==> src/rtl/tourney_bp.sv <==
module tourney_bp #(
  parameter int PC_W = 32,
  parameter int GH_W = 8,
  parameter int LH_W = 6,
  parameter int LT_W = 6
) (
  input  logic            clk,
  input  logic            rst_n,
  input  logic [PC_W-1:0] pred_pc,
  output logic            pred_taken,
  output logic            pred_use_global,
  output logic            pred_local,
  output logic            pred_global,
  output logic [GH_W-1:0] ghist_o,
  input  logic            upd_valid,
  input  logic [PC_W-1:0] upd_pc,
  input  logic            upd_taken,
  input  logic            upd_local,
  input  logic            upd_global
);
  localparam int GN = 1 << GH_W;
  localparam int LN = 1 << LT_W;
  localparam int CN = 1 << LH_W;

  logic [GH_W-1:0] ghist;
  logic [1:0]      gctr [GN];
  logic [1:0]      chsr [GN];
  logic [LH_W-1:0] lhist [LN];
  logic [2:0]      lctr [CN];

  function automatic logic [1:0] step2(input logic [1:0] v, input logic up);
    if (up) return (v == 2'd3) ? v : v + 2'd1;
    else    return (v == 2'd0) ? v : v - 2'd1;
  endfunction

  function automatic logic [2:0] step3(input logic [2:0] v, input logic up);
    if (up) return (v == 3'd7) ? v : v + 3'd1;
    else    return (v == 3'd0) ? v : v - 3'd1;
  endfunction

  // predict path
  wire [LT_W-1:0] p_idx = pred_pc[LT_W+1:2];
  wire [LH_W-1:0] p_lh  = lhist[p_idx];
  wire [1:0]      p_ch  = chsr[ghist];

  assign pred_local      = lctr[p_lh][2];
  assign pred_global     = gctr[ghist][1];
  assign pred_use_global = p_ch[1];
  assign pred_taken      = pred_use_global ? pred_global : pred_local;
  assign ghist_o         = ghist;

  // update path
  wire [LT_W-1:0] u_idx = upd_pc[LT_W+1:2];
  wire [LH_W-1:0] u_lh  = lhist[u_idx];
  wire [1:0]      u_g   = gctr[ghist];
  wire [2:0]      u_l   = lctr[u_lh];
  wire [1:0]      u_c   = chsr[ghist];
  wire            u_dis = upd_local != upd_global;

  always_ff @(posedge clk) begin
    if (!rst_n) ghist <= '0;
    else if (upd_valid) ghist <= {ghist[GH_W-2:0], upd_taken};
  end

  always_ff @(posedge clk) begin
    if (!rst_n) begin
      for (int i = 0; i < GN; i++) begin
        gctr[i] <= 2'd1;
        chsr[i] <= 2'd1;
      end
    end else if (upd_valid) begin
      gctr[ghist] <= step2(u_g, upd_taken);
      if (u_dis) chsr[ghist] <= step2(u_c, upd_global == upd_taken);
    end
  end

  always_ff @(posedge clk) begin
    if (!rst_n) begin
      for (int i = 0; i < LN; i++) lhist[i] <= '0;
    end else if (upd_valid) begin
      lhist[u_idx] <= {u_lh[LH_W-2:0], upd_taken};
    end
  end

  always_ff @(posedge clk) begin
    if (!rst_n) begin
      for (int i = 0; i < CN; i++) lctr[i] <= 3'd3;
    end else if (upd_valid) begin
      lctr[u_lh] <= step3(u_l, upd_taken);
    end
  end

  // assertions
  logic            past_ok;
  always_ff @(posedge clk) past_ok <= rst_n;

  assert_ghist_shift_R2: assert property (@(posedge clk) disable iff (!rst_n || !past_ok)
    $past(upd_valid) |-> (ghist[0] == $past(upd_taken)) &&
                         (ghist[GH_W-1:1] == $past(ghist[GH_W-2:0])));

  assert_ghist_hold_R2: assert property (@(posedge clk) disable iff (!rst_n || !past_ok)
    !$past(upd_valid) |-> $stable(ghist));

  assert_gctr_sat_R3: assert property (@(posedge clk) disable iff (!rst_n)
    (upd_valid && upd_taken && u_g == 2'd3) |=> gctr[$past(ghist)] == 2'd3);

  assert_lhist_shift_R4: assert property (@(posedge clk) disable iff (!rst_n)
    upd_valid |=> lhist[$past(u_idx)][0] == $past(upd_taken));

  assert_lctr_floor_R5: assert property (@(posedge clk) disable iff (!rst_n)
    (upd_valid && !upd_taken && u_l == 3'd0) |=> lctr[$past(u_lh)] == 3'd0);

  assert_chsr_agree_R7: assert property (@(posedge clk) disable iff (!rst_n)
    (upd_valid && !u_dis) |=> chsr[$past(ghist)] == $past(u_c));
endmodule

==> config.mk <==
export PLATFORM = sky130hd
export DESIGN_NAME = tourney_bp
export DESIGN_NICKNAME = d
export VERILOG_FILES = /design/src/rtl/tourney_bp.sv
export SDC_FILE = /design/constraint.sdc
export NUM_CORES = 2
export LEC_CHECK = 0
export BUFFER_PORTS_ARGS = -buffer_cell sky130_fd_sc_hd__buf_2
export CAP_MARGIN = 20
export CELL_PAD_IN_SITES_DETAIL_PLACEMENT = 0
export CELL_PAD_IN_SITES_GLOBAL_PLACEMENT = 1
export CORE_MARGIN = 10
export CORE_UTILIZATION = 48
export CTS_BUF_LIST = sky130_fd_sc_hd__clkbuf_4 sky130_fd_sc_hd__clkbuf_8 sky130_fd_sc_hd__clkbuf_16
export DETAILED_ROUTE_END_ITERATION = 6
export PLACE_DENSITY_LB_ADDON = 0.1
export SLEW_MARGIN = 20
export SYNTH_ARGS = -nofsm -noshare
export SYNTH_HDL_FRONTEND = slang
export SYNTH_SLANG_ARGS = --single-unit
export TNS_END_PERCENT = 1
==> constraint.sdc <==
create_clock -name clk -period 4.65 [get_ports clk]
set_input_delay 0.2325 -clock clk [delete_from_list [all_inputs] [get_ports clk]]
set_output_delay 0.2325 -clock clk [all_outputs]
set_load 0.02 [all_outputs]
==> summary.md <==
| Metric | Value |
|---|---|
| Status | `finished with violations` |
| Failing checks | `setup timing` |
| Clock Sinks | `1616` |
| Row count | `150` |
| RR Startpoint | `lhist[50][0]$_SDFFCE_PN0P_` |
| Vias per inst | `6.346` |
| Final min period | `5.007 ns` |
| Internal Power | `26.10 mW` |
| Slew Viols, Final | `0` |
| Die height | `429.0 microns` |
| Yosys warnings | `0` |
| TritonCTS clock tree | `built` |
| Relative slew slack | `12.23%` |
| Clock skew | `0.03163 ns` |
| Post-Route WL | `243300 microns` |
| Port Buffers | `29` |
| Initial Util | `48.17%` |
| Critical Path End | `pred_taken` |
| Root buffer cell | `clkbuf_16` |
| Pwr Density | `383.8 nW/um^2` |
| Net switching power | `9.167 mW` |
| Overflow after GRT | `0` |
| DR vias | `55200` |
| Clock Latency Late Sink | `0.82 ns` |
| Final setup viols | `83` |
| Max Cap Viol | `0` |
| Synth Instances | `6318` |
| Setup ws final | `-0.3569 ns` |
| H-tree Lvls | `4` |
| Worst Path Max Fanout | `7` |
| Length of the first detailed-routing pass in iterations | `6` |
| CP required | `4.42 ns` |
| RSZ-0062 raised after global routing | `yes` |
| Largest net degree at the start of global routing | `243` |
| Tcrit/Tclk final | `107.7%` |
| Antenna cells | `0` |
| # DRC | `0` |
| First-pass GRT wire length | `365700 microns` |
| Most common cell after layout, fill and taps aside | `edfxtp_1` |
| DRT antenna net count | `0` |
| Ys flop type | `edfxtp_1` |
| # placed instances | `8353` |
| Total GRT Usage | `26.06%` |
| Switching share of power | `25.99%` |
| Average wire per cell in the routed design | `27.98 microns` |
| Layout cells sized above 1 | `23.69%` |
| Post-synthesis cell area | `80280 sq um` |
| DRT iter0 DRCs | `6725` |
| Dpl ws | `-0.5525 ns` |
| R2r endpoint | `lctr[38][1]$_SDFFCE_PN1P_` |
| Hold path cells | `3` |
| Reg2Reg Depth | `19` |
| Register bit count reported by yosys | `1616` |
| Critical path origin | `lhist[3][0]$_SDFFCE_PN0P_` |
| Clk pwr share | `39.8%` |
| CP Capture Type | `primary output` |
| Initial antenna violation count | `3` |
| Synth cell types | `88` |
| Lkg Pwr | `28.49 nW` |
| Worst setup path class | `reg -> out` |
| CTS buffer count | `175` |
| Die ar. | `184000 sq um` |
| IO Pins | `82` |
| Avg Synthesized Cell Area | `12.71 sq um` |
| Commonest non-fill, non-tap cells in the layout | `edfxtp_1 (1600), nand2_1 (901), nor2_1 (790), mux4_2 (513), buf_4 (433)` |
| Hold crit path type | `in -> reg` |
| Flop pwr share | `46.7%` |
| FF-to-FF setup slack | `-0.07 ns` |
| Worst Path Arrival | `4.77 ns` |
| Post-Syn Nets | `6390` |
| Clock-pin slew on the worst setup and hold paths | `0.07 ns` |
| Synth-to-Final Area Change | `14.45%` |
| Placeable core area | `166700 sq um` |
| Gpl congestion | `0.9541` |
| Worst slew pin tran | `1.316 ns` |
| Number of global-route vias before repair | `55590` |
| Nature of the critical path startpoint | `register` |
| Maximum vdd drop | `339.4 uV` |
| Final #Nets | `6417` |
| Sequential area share after synthesis | `60.25%` |
| CTS Buffer Depth | `3` |
| DP HPWL | `164800 microns` |
| Fin cells | `8697` |
| FFs w/ async S/R, synth | `0%` |
| Hold WS | `0.1380 ns` |
| Die W | `429.0 microns` |
| Combinational share of power | `13.5%` |
| Hold violation total from the final report | `0` |
| Max Clock Freq | `199.7 MHz` |
| Post-synth EDFFs | `1600` |
[cell families (layout without fill, tap and decap cells)]
logic type,Yosys count,in the layout,synth area share [%]
simple gates,2779,2779,15.50
flops,1616,1616,60.25
buf+inv,728,903,3.733
mux,673,673,16.46
compound gates,514,514,3.959
fa+ha+maj,4,4,0.05610
xor+xnor,4,4,0.04365
[final cells by class]
| cell class | count | area [sq um] |
|---|---|---|
| repair buffers | 564 | 5431 |
| clock buffers | 219 | 4781 |
| multi-input cells | 3974 | 29490 |
| fillers | 13800 | 74780 |
| clock inverters | 106 | 984.7 |
| flip-flops and latches | 1616 | 48380 |
| inverters | 14 | 52.55 |
| well taps | 2204 | 2758 |
[repair_timing]
action                                  4_1_cts  5_1_grt
gates resized for setup                      27       31
buffers inserted                             10        5
cloned                                        0        1
endpoints found under the setup margin      196      265
pin swaps                                    10        4
hold endpoints to repair                    106        0
hold buffers                                  3        0
[worst min-delay path by stage]
stage                       startpoint                         end  slack, ns
6_report                     upd_local  chsr[129][1]$_SDFFCE_PN0P_       0.14
5_1_grt                      upd_local  chsr[129][1]$_SDFFCE_PN0P_       0.12
4_1_cts                      upd_local  chsr[129][1]$_SDFFCE_PN0P_       0.08
3_5_place_dp                     rst_n   gctr[28][1]$_SDFFCE_PN0P_       0.74
3_3_place_gp   ghist_o[6]$_SDFFE_PN0P_     ghist_o[6]$_SDFFE_PN0P_       0.72
2_1_floorplan  ghist_o[4]$_SDFFE_PN0P_                  ghist_o[4]       0.58
[metrics by stage]
| step | util (%) | setup TNS, ns | total power, mW | area (sq um) |
|---|---|---|---|---|
| after floorplan | - | -2.949 | 19.31 | 80420 |
| after global placement | 51.41 | -89.45 | 21.31 | 85680 |
| after detailed placement | 51.41 | -80.88 | 21.35 | 85690 |
| after CTS | 55.01 | -1.029 | 35.32 | 91670 |
| after global routing | 55.13 | -16.66 | 36.26 | 91880 |
| final | 55.13 | -3.125 | 35.27 | 91880 |
[flip-flops by register name, indices dropped and copies added (netlist names), named ones only]
name	flops
lhist	384
ghist_o	8
chsr	512
lctr	192
gctr	512
[per-layer routing]
metal,vias to the layer above,GRT usage (%),share of wire [%]
li1,24140,-,-
met1,28200,35.12,40
met2,2387,43.30,49
met3,464,3.592,6.9
met4,2,9.417,3.9
met5,-,0,0.0053
[power groups by stage]
stage	clock network, mW	logic, mW	registers [mW]
after floorplan	0	2.66	16.7
after global placement	0	4.54	16.8
after detailed placement	0	4.57	16.8
after CTS	14.2	4.64	16.5
after global routing	14.8	4.99	16.5
final	14.0	4.75	16.5
[cells in the mapped netlist, drive strengths merged (10+ instances only)]
cell	number	area [sq um]
mux4	513	11550
a22oi	21	157.7
nor2	805	3022
a21oi	32	160.2
nor2b	21	133.9
nor3	309	1598
o21ai	295	1476
nand3	359	1807
a22o	11	96.34
buf	160	864.6
mux2i	115	1151
nor4	36	246.5
nand2b	35	219.0
a221oi	31	284.0
o22ai	31	207.7
inv	13	48.80
nand2	902	3386
dfxtp	16	320.3
edfxtp	1600	48050
clkbuf	554	2079
or2	11	68.82
nand4	243	1526
a31oi	11	68.82
a32oi	13	113.9
mux2	45	510.5
and2	10	62.56
and3	16	100.1
a211oi	14	122.6
[worst max-delay path, stage by stage (launching register included)]
cell      delay (ns)
edfxtp_1        0.42
mux4_2          0.54
mux4_2          0.47
nor2b_4         0.14
a211oi_2        0.27
a21oi_4         0.10
buf_12          0.17
buf_6           0.12
mux2_4          0.30
nor2_4          0.10
a211oi_2        0.05
a21oi_1         0.14
buf_4           0.18
o22ai_4         0.07
nor3_2          0.19
a31oi_2         0.10
buf_12          0.20
mux2_4          0.26
buf_6           0.13
Note: power is estimated with default switching activity, not from simulation.
